==> src/rtl/ptx_pkg.sv <==
package ptx_pkg;

    localparam int DATA_W = 8;
    localparam int SIDES  = 2;
    localparam int SIDE_A = 0;
    localparam int SIDE_B = 1;

    typedef struct packed {
        logic [DATA_W-1:0] data;
        logic              par;
    } bus_word_t;

    typedef enum logic {
        PAR_EVEN = 1'b0,
        PAR_ODD  = 1'b1
    } par_pol_e;

    typedef enum logic {
        MODE_GEN  = 1'b0,
        MODE_FEED = 1'b1
    } par_mode_e;

    // Parity bit that makes the word total match the chosen polarity
    function automatic logic calc_par(input logic [DATA_W-1:0] d, input par_pol_e pol);
        return (^d) ^ (pol == PAR_ODD);
    endfunction

endpackage

==> src/rtl/ptx_hold_lane.sv <==
module ptx_hold_lane
    import ptx_pkg::*;
(
    input  logic      clk,
    input  logic      rst,
    input  logic      le,
    input  bus_word_t word_i,
    input  par_pol_e  pol,
    output bus_word_t word_q,
    output logic      err_n
);

    bus_word_t held_q;

    always_ff @(posedge clk) begin
        if (rst) begin
            held_q <= '0;
        end else if (le) begin
            held_q <= word_i;
        end
    end

    assign word_q = held_q;
    assign err_n  = (calc_par(held_q.data, pol) == held_q.par);

endmodule

==> src/rtl/ptx_out_stage.sv <==
module ptx_out_stage
    import ptx_pkg::*;
(
    input  bus_word_t src,
    input  par_pol_e  pol,
    input  par_mode_e mode,
    input  logic      en,
    output bus_word_t word_o,
    output logic      drive_o
);

    always_comb begin
        word_o = '0;
        if (en) begin
            word_o.data = src.data;
            word_o.par  = (mode == MODE_FEED) ? src.par : calc_par(src.data, pol);
        end
    end

    assign drive_o = en;

endmodule

==> src/rtl/ptx_transceiver.sv <==
module ptx_transceiver
    import ptx_pkg::*;
(
    input  logic              clk,
    input  logic              rst,
    input  logic [DATA_W-1:0] a_data_i,
    input  logic              a_par_i,
    input  logic [DATA_W-1:0] b_data_i,
    input  logic              b_par_i,
    input  logic              odd_sel_i,
    input  logic              feed_thru_i,
    input  logic              a_le_i,
    input  logic              b_le_i,
    input  logic              ab_oe_n_i,
    input  logic              ba_oe_n_i,
    output logic [DATA_W-1:0] a_data_o,
    output logic              a_par_o,
    output logic              a_oe_o,
    output logic [DATA_W-1:0] b_data_o,
    output logic              b_par_o,
    output logic              b_oe_o,
    output logic              a_err_n_o,
    output logic              b_err_n_o,
    output logic              oe_conflict_o
);

    par_pol_e  pol;
    par_mode_e mode;
    bus_word_t in_word  [SIDES];
    bus_word_t lat_word [SIDES];
    bus_word_t out_word [SIDES];
    logic [SIDES-1:0] le_vec;
    logic [SIDES-1:0] en_vec;
    logic [SIDES-1:0] drv_vec;
    logic [SIDES-1:0] err_vec;
    bus_word_t lat_a_w;
    bus_word_t lat_b_w;

    assign pol  = par_pol_e'(odd_sel_i);
    assign mode = par_mode_e'(feed_thru_i);

    always_comb begin
        in_word[SIDE_A] = '{data: a_data_i, par: a_par_i};
        in_word[SIDE_B] = '{data: b_data_i, par: b_par_i};
        le_vec[SIDE_A]  = a_le_i;
        le_vec[SIDE_B]  = b_le_i;
        // a side is driven only when its own enable is the sole one asserted
        en_vec[SIDE_B]  = !ab_oe_n_i && ba_oe_n_i;
        en_vec[SIDE_A]  = !ba_oe_n_i && ab_oe_n_i;
    end

    assign oe_conflict_o = !ab_oe_n_i && !ba_oe_n_i;

    for (genvar s = 0; s < SIDES; s++) begin : g_side
        ptx_hold_lane u_lane (
            .clk    (clk),
            .rst    (rst),
            .le     (le_vec[s]),
            .word_i (in_word[s]),
            .pol    (pol),
            .word_q (lat_word[s]),
            .err_n  (err_vec[s])
        );

        // destination side s is fed from the opposite side's register
        ptx_out_stage u_out (
            .src     (lat_word[SIDES-1-s]),
            .pol     (pol),
            .mode    (mode),
            .en      (en_vec[s]),
            .word_o  (out_word[s]),
            .drive_o (drv_vec[s])
        );
    end

    assign lat_a_w   = lat_word[SIDE_A];
    assign lat_b_w   = lat_word[SIDE_B];

    assign a_data_o  = out_word[SIDE_A].data;
    assign a_par_o   = out_word[SIDE_A].par;
    assign a_oe_o    = drv_vec[SIDE_A];
    assign b_data_o  = out_word[SIDE_B].data;
    assign b_par_o   = out_word[SIDE_B].par;
    assign b_oe_o    = drv_vec[SIDE_B];
    assign a_err_n_o = err_vec[SIDE_A];
    assign b_err_n_o = err_vec[SIDE_B];

endmodule

==> config.mk <==
export PLATFORM = sky130hd
export DESIGN_NAME = ptx_transceiver
export DESIGN_NICKNAME = d
export VERILOG_FILES = /design/src/rtl/ptx_pkg.sv /design/src/rtl/ptx_hold_lane.sv /design/src/rtl/ptx_out_stage.sv /design/src/rtl/ptx_transceiver.sv
export SDC_FILE = /design/constraint.sdc
export NUM_CORES = 1
export LEC_CHECK = 0
export BUFFER_PORTS_ARGS = -buffer_cell sky130_fd_sc_hd__buf_2
export CAP_MARGIN = 20
export CELL_PAD_IN_SITES_DETAIL_PLACEMENT = 0
export CELL_PAD_IN_SITES_GLOBAL_PLACEMENT = 1
export CORE_ASPECT_RATIO = 1.5
export CORE_MARGIN = 3
export CORE_UTILIZATION = 32
export DETAILED_ROUTE_END_ITERATION = 10
export PLACE_DENSITY = 0.84
export SYNTH_ARGS = -nofsm -noshare
export SYNTH_HDL_FRONTEND = slang
export SYNTH_SLANG_ARGS = --single-unit
export TNS_END_PERCENT = 50
==> constraint.sdc <==
create_clock -name clk -period 2.5 [get_ports clk]
set_clock_uncertainty 0.1 [all_clocks]
set_input_delay 0.25 -clock clk [delete_from_list [all_inputs] [get_ports clk]]
set_output_delay 0.25 -clock clk [all_outputs]
set_load 0.02 [all_outputs]
==> key figures, run 1 <==
Outcome
  • Outcome: finished clean

Yosys
  • Syn Inst Count: 103
  • Dominant cells by area after synthesis: dfxtp_1, mux2i_1, xnor2_1
  • Post-Syn Area: 975 µm²
  • Distinct cell type count after synthesis: 14
  • #FFs+latches synth: 18
  • Post-synth top area share: 37.0%
  • Post-Synth Simple-Gate Area: 25.0%
  • Mux cell area share after synthesis: 18.5%
  • Post-synthesis compound-gate area fraction: 0%
  • Largest family of logic cells by synthesized area: simple AND/OR/NAND/NOR gates
  • Synthesis Warnings: 0
  • Synth Area in Adders: 0%
  • Post-Synthesis Net Count: 129
  • Register area share after synthesis: 37.0%
  • Syn_area_per_cell: 9.46 µm²
  • Xor/xnor share of the synthesized area: 17.2%
  • Cell taking the most area after synthesis: dfxtp_1

Layout
  • Layout Nets: 178
  • Layout cells sized above 1: 37.1%
  • P&R area growth vs syn: 34.3%
  • Commonest non-fill, non-tap cell in the layout: buf_2
  • Max FFs per register: 18
  • Antenna Cells: 0
  • Fillers: 291
  • Commonest non-fill, non-tap cells in the layout: buf_2, nor2_1, mux2i_1, dfxtp_1, and2_1

Critical path
  • CP peak stage delay: 530 ps
  • Critical path's slowest cell: or4b_1
  • R2r setup slk: 1720 ps
  • Critical Path Start Type: flip-flop
  • Critical Path AT: 2020 ps
  • Worst Path Max Fanout: 3
  • Worst Setup EP: b_par_o
  • Data required time of the worst path: 2150 ps
  • Worst r2r src: g_side[0].u_lane.word_q[0]
  • Critical path cell sequence: xor2_1 -> xnor3_1 -> or4b_1 -> nand3_1 -> buf_2
  • Beginning of the critical path: g_side[0].u_lane.word_q[3]
  • Setup CP Type: flip-flop to output port
  • Worst setup EP type: output port
  • Worst R2R Path Depth: 2
  • FF-to-FF End: g_side[0].u_lane.word_q[0]

Pwr
  • Clk pwr share: 30.4%
  • Proportion of power drawn by combinational gates: 29.0%
  • Worst IR Drop VDD: 0.277 mV
  • Sw Pwr: 0.231 mW
  • Switching Share: 29.5%
  • Sequential power share: 40.7%
  • Int Power: 0.552 mW
  • Pwr Density: 599 nW/µm²
  • Leakage: 0.684 nW

Drt
  • DR pass1 iterations: 2
  • Average vias per placed instance: 4.56
  • 1st-iter DRT viols: 5
  • Routed Antenna Nets: 0
  • DRC: 0
  • Wire length per cell: 12.1 µm
  • DRT Wirelength: 2280 µm
  • Vias: 858

Global route
  • Initial antenna violation count: 0
  • Vias in the first global route: 908
  • Grt met1 use: 14.2%
  • GR Util All Layers: 13.3%
  • Wire length of the first global-routing pass: 3850 µm
  • GR Layer Usage met2: 25.0%
  • GR peak layer: met2
  • Largest net degree at the start of global routing: 19
  • Met3 Resource Use GR: 2.64%
  • GRT Residual Overflow: 0

STA
  • Sum of negative setup slack: 0 ps
  • Max Fclk: 0.422 GHz
  • Final setup fails: 0
  • Worst slew pin tran: 311 ps
  • Max-slew violations: 0
  • Fin crit share: 94.8%
  • RSZ-0062 raised after global routing: no
  • Worst setup margin: 130 ps
  • Hold Violations, Final: 0
  • Worst hold margin: 127 ps
  • Rel. slew slack: 79.1%
  • Minimum clock period: 2370 ps

CTS
  • H-tree levels: 1
  • Clk Latency, worst-skew pair: 250 ps
  • Clock buffer depth: 2
  • # Post-CTS Setup Buffers: 0
  • TritonCTS clock tree: built
  • Post-CTS Resized: 0
  • Num CTS Buffers: 3
  • Clock slew at reported path FFs: 70 ps
  • Num Clock Sinks: 18
  • Hold bufs inserted after CTS: 0
  • Root buffer cell: clkbuf_8

Die
  • IO Count: 49
  • Die area: 3760 µm²
  • Starting Density: 34.9%
  • DIE WIDTH: 51.1 µm
  • Num rows: 23
  • CORE AREA: 2790 µm²
  • Die Y-Extent: 73.6 µm

Placed design
  • Post-DP HPWL: 1860 µm
  • Dpl ws: 366 ps
  • I/O Buffers: 48
  • RD Place Congestion: 0.721

Run
  • Max-cap violation count: 0

Hold path
  • Worst min-delay path class: input port to flip-flop
==> worst min-delay path by stage <==
stage / end / startpoint / cells past startpoint / slack (ps)
2_1_floorplan: g_side[0].u_lane.word_q[0] / a_par_i / 2 / 300
6_report: g_side[1].u_lane.word_q[5] / b_data_i[4] / 3 / 130
5_1_grt: g_side[1].u_lane.word_q[3] / b_data_i[2] / 3 / 140
3_3_place_gp: g_side[1].u_lane.word_q[3] / b_data_i[2] / 3 / 380
4_1_cts: g_side[1].u_lane.word_q[5] / b_data_i[4] / 3 / 120
3_5_place_dp: g_side[1].u_lane.word_q[5] / b_data_i[4] / 3 / 390
==> power by group through the flow <==
| stage | Sequential, mW | Combinational (mW) | Clock, mW |
|---|---|---|---|
| floorplan | 0.322 | 0.162 | 0 |
| global placement | 0.324 | 0.224 | 0 |
| detailed placement | 0.326 | 0.232 | 0 |
| CTS | 0.319 | 0.233 | 0.245 |
| global route | 0.321 | 0.249 | 0.260 |
| finish | 0.319 | 0.227 | 0.238 |
==> metal layers <==
| layer | vias to the layer above | share of wire [%] | wire (µm) |
|---|---|---|---|
| met4 | 0 | 1.5 | 35 |
| met3 | 5 | 9.6 | 219 |
| met5 | - | 0 | 0 |
| met2 | 42 | 51 | 1150 |
| li1 | 433 | - | - |
| met1 | 378 | 38 | 866 |
==> logic make-up (layout without fill, tap and decap cells) <==
| logic type | after synthesis | count (layout) |
|---|---|---|
| xor gates and xnor gates | 16 | 16 |
| buffers and inverters | 6 | 54 |
| DFF | 18 | 18 |
| muxes | 18 | 18 |
| and+or+nand+nor | 45 | 45 |
==> worst max-delay path, delay by kind of cell, from the launching register on <==
family	cells	cell delay [ps]
xor+xnor	2	640
simple gates	2	610
flops	1	360
buf+inv	1	160
==> layout make-up <==
| cell class | instances | area, µm² | share of cell area, % |
|---|---|---|---|
| Multi-Input combinational cell | 79 | 592 | 45.2 |
| Sequential cell | 18 | 360 | 27.5 |
| Timing Repair Buffer | 50 | 255 | 19.5 |
| Clock buffer | 4 | 55.1 | 4.21 |
| Tap cell | 37 | 46.3 | 3.54 |
==> Yosys cell counts <==
library cell	instances
nor2_1	19
dfxtp_1	18
mux2i_1	18
and2_1	14
xnor2_1	12
clkbuf_1	5
nand3_1	4
and2_2	2
nand4b_1	2
nor2b_1	2
or4b_1	2
xnor3_1	2
xor2_1	2
buf_1	1
==> through the flow <==
stage,cell area (µm²),utilization (%),total power [mW],instances
floorplan,975,-,0.483,103
global placement,1250,44.9,0.548,184
detailed placement,1250,44.9,0.558,184
CTS,1310,46.9,0.797,188
global route,1310,46.9,0.831,188
finish,1310,46.9,0.784,188
Note: power is estimated with default switching activity, not from simulation.
==> inputs of run 2 (changes only) <==
Settings changed: ABC_AREA set to 1, CORE_UTILIZATION 32 to 30.
==> run 2 against run 1 <==
Compared with the run above:
- die area grew 15%
- power shrank 1.1%
- maximum frequency grew 31%
- sequential power is essentially flat
- largest cell class unchanged
==> key figures, run 2 <==
Outcome
  • Outcome: finished clean (unchanged)

Global route
  • Grt met1 use: 15.4% (was 14.2%)
  • GR Util All Layers: 13.2% (was 13.3%)
  • Initial antenna violation count: 0 (unchanged)
  • GR peak layer: met2 (unchanged)
  • Vias in the first global route: 1,113 (was 908)
  • GRT Residual Overflow: 0 (unchanged)
  • Wire length of the first global-routing pass: 4430 µm (was 3850 µm)
  • Met3 Resource Use GR: 2.63% (was 2.64%)
  • GR Layer Usage met2: 22.7% (was 25.0%)
  • Largest net degree at the start of global routing: 19 (unchanged)

Yosys
  • Dominant cells by area after synthesis: dfxtp_1, nor2_1, a211oi_1 (was dfxtp_1, mux2i_1, xnor2_1)
  • #FFs+latches synth: 18 (unchanged)
  • Syn Inst Count: 168 (was 103)
  • Post-Syn Area: 1060 µm² (was 975 µm²)
  • Post-synth top area share: 33.9% (was 37.0%)
  • Syn_area_per_cell: 6.33 µm² (was 9.46 µm²)
  • Synth Flop Type: dfxtp_1 (unchanged)
  • Distinct cell type count after synthesis: 17 (was 14)
  • Count leader, synth: nor2_1 (unchanged)
  • Cell taking the most area after synthesis: dfxtp_1 (unchanged)
  • FFs w/ async S/R, synth: 0% (unchanged)
  • Synth cell count leaders: nor2_1, nand2_1, inv_1 (was nor2_1, dfxtp_1, mux2i_1)
  • Register area share after synthesis: 33.9% (was 37.0%)
  • Post-synth EDFFs: 0 (unchanged)
  • Post-Synthesis Net Count: 194 (was 129)
  • Synthesis Warnings: 0 (unchanged)

CTS
  • H-tree levels: 1 (unchanged)
  • Num CTS Buffers: 3 (unchanged)
  • Num Clock Sinks: 18 (unchanged)
  • Root buffer cell: clkbuf_8 (unchanged)
  • # Post-CTS Setup Buffers: 0 (unchanged)
  • TritonCTS clock tree: built (unchanged)
  • Post-CTS Resized: 0 (unchanged)
  • Hold bufs inserted after CTS: 0 (unchanged)
  • Clock buffer depth: 2 (unchanged)
  • Clk Latency, worst-skew pair: 250 ps (about the same)
  • Clock slew at reported path FFs: 70 ps (about the same)

Critical path
  • Setup CP Type: flip-flop to output port (unchanged)
  • FF-to-FF End: g_side[0].u_lane.word_q[5] (was g_side[0].u_lane.word_q[0])
  • Worst R2R Path Depth: 2 (unchanged)
  • Worst setup EP type: output port (unchanged)
  • Worst Path Max Fanout: 3 (unchanged)
  • Worst r2r src: g_side[0].u_lane.word_q[5] (was g_side[0].u_lane.word_q[0])
  • Critical Path AT: 1450 ps (was 2020 ps)
  • Data required time of the worst path: 2150 ps (about the same)
  • Worst Setup EP: a_err_n_o (was b_par_o)
  • R2r setup slk: 1650 ps (was 1720 ps)
  • Beginning of the critical path: g_side[0].u_lane.word_q[7] (was g_side[0].u_lane.word_q[3])
  • Critical Path Start Type: flip-flop (unchanged)

Die
  • Num rows: 25 (was 23)
  • Die Y-Extent: 78.9 µm (was 73.6 µm)
  • Starting Density: 32.4% (was 34.9%)
  • CORE AREA: 3280 µm² (was 2790 µm²)
  • IO Count: 49 (unchanged)
  • DIE WIDTH: 54.6 µm (was 51.1 µm)
  • Die area: 4310 µm² (was 3760 µm²)

Placed design
  • I/O Buffers: 48 (unchanged)
  • RD Place Congestion: 0.729 (was 0.721)
  • Dpl ws: 923 ps (was 366 ps)
  • Placed cell areas: 1340 µm² (was 1250 µm²)
  • Post-DP HPWL: 1950 µm (was 1860 µm)
  • Placed insts: 252 (was 184)

Layout
  • P&R area growth vs syn: 30.7% (was 34.3%)
  • Antenna Cells: 0 (unchanged)
  • Final Non-Filler Cells: 256 (was 188)
  • Layout cells sized above 1: 29.2% (was 37.1%)
  • Max FFs per register: 18 (unchanged)
  • Commonest non-fill, non-tap cell in the layout: buf_2 (unchanged)
  • Commonest non-fill, non-tap cells in the layout: buf_2, nor2_1, nand2_1 (was buf_2, nor2_1, mux2i_1, dfxtp_1, and2_1)
  • Fillers: 373 (was 291)
  • Layout Nets: 243 (was 178)
  • Post-route cell area: 1390 µm² (was 1310 µm²)

STA
  • RSZ-0062 raised after global routing: no (unchanged)
  • Final setup fails: 0 (unchanged)
  • Minimum clock period: 1800 ps (was 2370 ps)
  • Worst slew pin tran: 470 ps (was 311 ps)
  • Max Fclk: 0.554 GHz (was 0.422 GHz)
  • Worst setup margin: 696 ps (was 130 ps)
  • Max-slew violations: 0 (unchanged)
  • Hold Violations, Final: 0 (unchanged)
  • Fin crit share: 72.2% (was 94.8%)
  • Rel. slew slack: 68.5% (was 79.1%)
  • Sum of negative setup slack: 0 ps (unchanged)

Drt
  • DRT Wirelength: 2410 µm (was 2280 µm)
  • DRC: 0 (unchanged)
  • Routed Antenna Nets: 0 (unchanged)
  • Wire length per cell: 9.41 µm (was 12.1 µm)
  • Vias: 1,117 (was 858)
  • Average vias per placed instance: 4.36 (was 4.56)
  • DR pass1 iterations: 4 (was 2)
  • 1st-iter DRT viols: 6 (was 5)

Pwr
  • Switching Share: 31.6% (was 29.5%)
  • Int Power: 0.530 mW (was 0.552 mW)
  • Worst IR Drop VDD: 0.288 mV (was 0.277 mV)
  • Total power: 0.775 mW (was 0.784 mW)
  • Proportion of power drawn by combinational gates: 28.2% (was 29.0%)
  • Sequential power share: 41.3% (was 40.7%)
  • Clk pwr share: 30.5% (was 30.4%)
  • Pwr Density: 558 nW/µm² (was 599 nW/µm²)
  • Sw Pwr: 0.245 mW (was 0.231 mW)
  • Leakage: 0.776 nW (was 0.684 nW)

Hold path
  • Hold Path Cell Cnt: 3 (unchanged)
  • Worst min-delay path class: input port to flip-flop (unchanged)

Run
  • Max-cap violation count: 0 (unchanged)
run 2: cell count changes in the layout (fill, tap and decap cells not counted), sizes merged, moves of 3 or more:
cell | previous run | this run
nand3 | 4 | 8
clkinv | 0 | 3
a211oi | 0 | 18
nand2 | 0 | 40
nor2 | 19 | 38
inv | 0 | 31
mux2i | 18 | 0
xnor2 | 12 | 3
and2 | 16 | 0
run 2: kinds of logic after synthesis:
group,count (synthesis),share of synthesized area (%)
AOI/OAI and AO/OA,20,13.6
xor gates and xnor gates,5,4.12
buffers and inverters,38,13.8
DFF,18,33.9
and+or+nand+nor,87,34.6
run 2: final cells by class:
type | instances | area (µm²) | area share, %
clock buffers | 4 | 55.1 | 3.96
repair buffers | 48 | 240 | 17.3
well taps | 40 | 50.0 | 3.60
inverters | 34 | 128 | 9.18
multi-input cells | 112 | 557 | 40.1
flip-flops and latches | 18 | 360 | 25.9
run 2: per-layer routing:
metal	up-vias	part of all wire, %	wire (µm)
li1	619	-	-
met1	467	42	1010
met2	29	50	1210
met3	2	7.1	171
met4	0	0.58	14
met5	-	0	0
run 2: critical path, stage by stage (launching register included):
cell	delay, ps
dfxtp_1	320
nor2_1	140
inv_1	50
nand2_1	80
nand2_1	60
nand2_1	70
nand2_2	60
nand2_2	70
nand2_2	60
nand2_1	60
nand2_1	40
nand2_1	50
buf_2	150
run 2: through the flow:
step | hold slack, ps | utilization [%]
floorplan | 326 | -
global placement | 377 | 40.6
detailed placement | 379 | 40.6
CTS | 167 | 42.3
global route | 174 | 42.3
finish | 173 | 42.3
run 2: worst min-delay path by stage:
stage | slack (ps) | from | to
floorplan | 330 | a_par_i | g_side[0].u_lane.word_q[0]
global placement | 380 | g_side[1].u_lane.word_q[2] | g_side[1].u_lane.word_q[2]
detailed placement | 380 | g_side[1].u_lane.word_q[2] | g_side[1].u_lane.word_q[2]
CTS | 170 | b_data_i[1] | g_side[1].u_lane.word_q[2]
global route | 170 | b_par_i | g_side[1].u_lane.word_q[0]
finish | 170 | b_data_i[5] | g_side[1].u_lane.word_q[6]
run 2: power by group through the flow:
stage	Sequential (mW)	Clock [mW]	Combinational, mW
finish	0.320	0.236	0.218
global route	0.323	0.256	0.256
CTS	0.320	0.244	0.224
detailed placement	0.327	0	0.223
global placement	0.327	0	0.222
floorplan	0.324	0	0.163
==> inputs of run 3 (changes only) <==
Settings changed: ABC_AREA 1 to 0, CORE_UTILIZATION 30 to 29, PLACE_DENSITY 0.84 to 0.81.
Clock period 2.5 ns to 1.45 ns, I/O delays scaled along.
==> run 3 against run 2 <==
Compared with the run above:
- the flow now finishes with violations (negative setup slack)
- flip-flop and latch count stayed put
- power is 90% higher
- critical path type unchanged
- sequential power is 72% higher
- clock-buffer cell count stayed put
- non-clock buffer count is 21 higher
- design area is 9.6% higher
- die area is 4.7% lower
- first-iteration DRC count grew to 3.0 times the previous value
- highest routed layer unchanged
- setup slack worse by 1400 ps
==> key figures, run 3 (synthesis results as in run 1) <==
Outcome
  • Outcome: complete, but fails checks (was finished clean)
  • Failing checks: negative setup slack

Critical path
  • Data required time of the worst path: 1210 ps (was 2150 ps)
  • Critical Path AT: 1880 ps (was 1450 ps)
  • Worst Path Max Fanout: 2 (was 3)
  • Beginning of the critical path: g_side[1].u_lane.word_q[7] (was g_side[0].u_lane.word_q[7])
  • Critical Path Start Type: flip-flop (unchanged)
  • Worst r2r src: g_side[1].u_lane.word_q[7] (was g_side[0].u_lane.word_q[5])
  • Setup CP Type: flip-flop to output port (unchanged)
  • FF-to-FF End: g_side[1].u_lane.word_q[7] (was g_side[0].u_lane.word_q[5])
  • Worst setup EP type: output port (unchanged)
  • R2r setup slk: 500 ps (was 1650 ps)
  • Worst R2R Path Depth: 4 (was 2)

Die
  • Die area: 4110 µm² (was 4310 µm²)
  • IO Count: 49 (unchanged)
  • Num rows: 25 (unchanged)
  • DIE WIDTH: 53.3 µm (was 54.6 µm)
  • Starting Density: 30.5% (was 32.4%)
  • CORE AREA: 3190 µm² (was 3280 µm²)
  • Die Y-Extent: 77.0 µm (was 78.9 µm)

Layout
  • Layout Nets: 197 (was 243)
  • Utilization after layout: 47.8% (was 42.3%)
  • Layout cells sized above 1: 51.8% (was 29.2%)
  • Final Non-Filler Cells: 210 (was 256)
  • Register area: 368 µm² (was 360 µm²)
  • P&R area growth vs syn: 56.4% (was 30.7%)
  • Max FFs per register: 18 (unchanged)
  • Antenna Cells: 0 (unchanged)
  • Fillers: 317 (was 373)
  • Commonest non-fill, non-tap cells in the layout: buf_2, buf_4, nor2_1 (was buf_2, nor2_1, nand2_1)
  • Commonest non-fill, non-tap cell in the layout: buf_2 (unchanged)
  • Multi-input gate area: 636 µm² (was 557 µm²)

Pwr
  • Leakage: 0.815 nW (was 0.776 nW)
  • Worst IR Drop VDD: 0.592 mV (was 0.288 mV)
  • Pwr Density: 967 nW/µm² (was 558 nW/µm²)

Hold path
  • WHS Endpoint: g_side[1].u_lane.word_q[3] (was g_side[1].u_lane.word_q[6])
  • Hold Path Cell Cnt: 3 (unchanged)
  • Hold_sp: b_data_i[2] (was b_data_i[5])
  • Worst min-delay path class: input port to flip-flop (unchanged)

CTS
  • Num CTS Buffers: 3 (unchanged)
  • Clock slew at reported path FFs: 70 ps (about the same)
  • TritonCTS clock tree: built (unchanged)
  • Root buffer cell: clkbuf_8 (unchanged)
  • Clk Latency, worst-skew pair: 250 ps (about the same)
  • Clock buffer depth: 2 (unchanged)
  • Num Clock Sinks: 18 (unchanged)
  • H-tree levels: 1 (unchanged)

STA
  • Worst slew pin tran: 327 ps (was 470 ps)
  • Worst hold margin: 30.0 ps (was 173 ps)
  • Fin crit share: 147%
  • Minimum clock period: 2130 ps
  • Final setup fails: 4 (was 0)
  • RSZ-0062 raised after global routing: yes (was no)
  • Rel. slew slack: 78.2% (was 68.5%)
  • Max-slew violations: 0 (unchanged)
  • Worst setup margin: -678 ps (was 696 ps)
  • Hold Violations, Final: 0 (unchanged)
  • Max Fclk: 0.470 GHz
  • Sum of negative setup slack: -2400 ps (was 0 ps)

Placed design
  • Post-DP HPWL: 1880 µm (was 1950 µm)
  • Placed insts: 205 (was 252)
  • I/O Buffers: 48 (unchanged)
  • RD Place Congestion: 0.712 (was 0.729)

Global route
  • GRT Residual Overflow: 0 (unchanged)
  • Wire length of the first global-routing pass: 3590 µm (was 4430 µm)
  • GR Util All Layers: 11.3% (was 13.2%)
  • Largest net degree at the start of global routing: 19 (unchanged)
  • Vias in the first global route: 890 (was 1,113)
  • Initial antenna violation count: 0 (unchanged)

Drt
  • 1st-iter DRT viols: 18 (was 6)
  • M1 WL: 947 µm (was 1010 µm)
  • Top Layer Used: met4 (unchanged)
  • Met2 wire len: 1130 µm (was 1210 µm)
  • Wire length per cell: 10.8 µm (was 9.41 µm)
  • Routed Antenna Nets: 0 (unchanged)
  • Routed wl met3: 174 µm (was 171 µm)
  • DRC: 0 (unchanged)
  • DRT Wirelength: 2280 µm (was 2410 µm)
  • Average vias per placed instance: 4.31 (was 4.36)
  • Vias: 905 (was 1,117)
  • DR pass1 iterations: 3 (was 4)

Run
  • Max-cap violation count: 0 (unchanged)
-- run 3: per-layer routing --
metal,vias to the layer above,GRT usage [%]
li1,468,-
met1,394,13.2
met2,39,19.8
met3,4,1.75
met4,0,3.84
met5,-,0
-- run 3: metrics by stage --
stage / total power, mW / cell area [µm²] / setup WS, ps
3_3_place_gp: 1.02 / 1400 / -440
5_1_grt: 1.54 / 1520 / -754
6_report: 1.47 / 1520 / -678
3_5_place_dp: 1.03 / 1400 / -472
4_1_cts: 1.49 / 1510 / -708
2_1_floorplan: 0.835 / 985 / -329
-- run 3: layout make-up --
class | count | area share [%]
clock buffer | 4 | 3.61
tap | 40 | 3.28
timing repair buffer | 69 | 27.3
sequential | 18 | 24.1
multi-input combinational | 79 | 41.7
-- run 3: how the worst max path moves through the flow --
stage / to / slack, ps / cells past startpoint
final: a_par_o / -680 / 5
after global routing: a_par_o / -750 / 5
after CTS: b_par_o / -710 / 5
after detailed placement: b_par_o / -470 / 5
after global placement: b_par_o / -440 / 5
after floorplan: a_par_o / -330 / 4
-- run 3: critical path, cell delays in order (launching register included) --
cell and delay, ps:
dfxtp_2 320, xnor2_1 150, xnor3_1 450, or4b_1 530, nand3_2 80, buf_6 110
-- run 3: timing repair --
item	4_1_cts	5_1_grt
endpoints found under the setup margin	4	4
hold endpoints to repair	0	0
hold buffers	0	0
gates resized for setup	12	5
pin swaps	3	5
buffers inserted	1	0
-- run 3: report_power, final --
part / switching (mW) / internal [mW] / leakage (nW)
Sequential: 0.0227 / 0.527 / 0.151
Combinational: 0.234 / 0.293 / 0.635
Clock: 0.158 / 0.241 / 0.0288
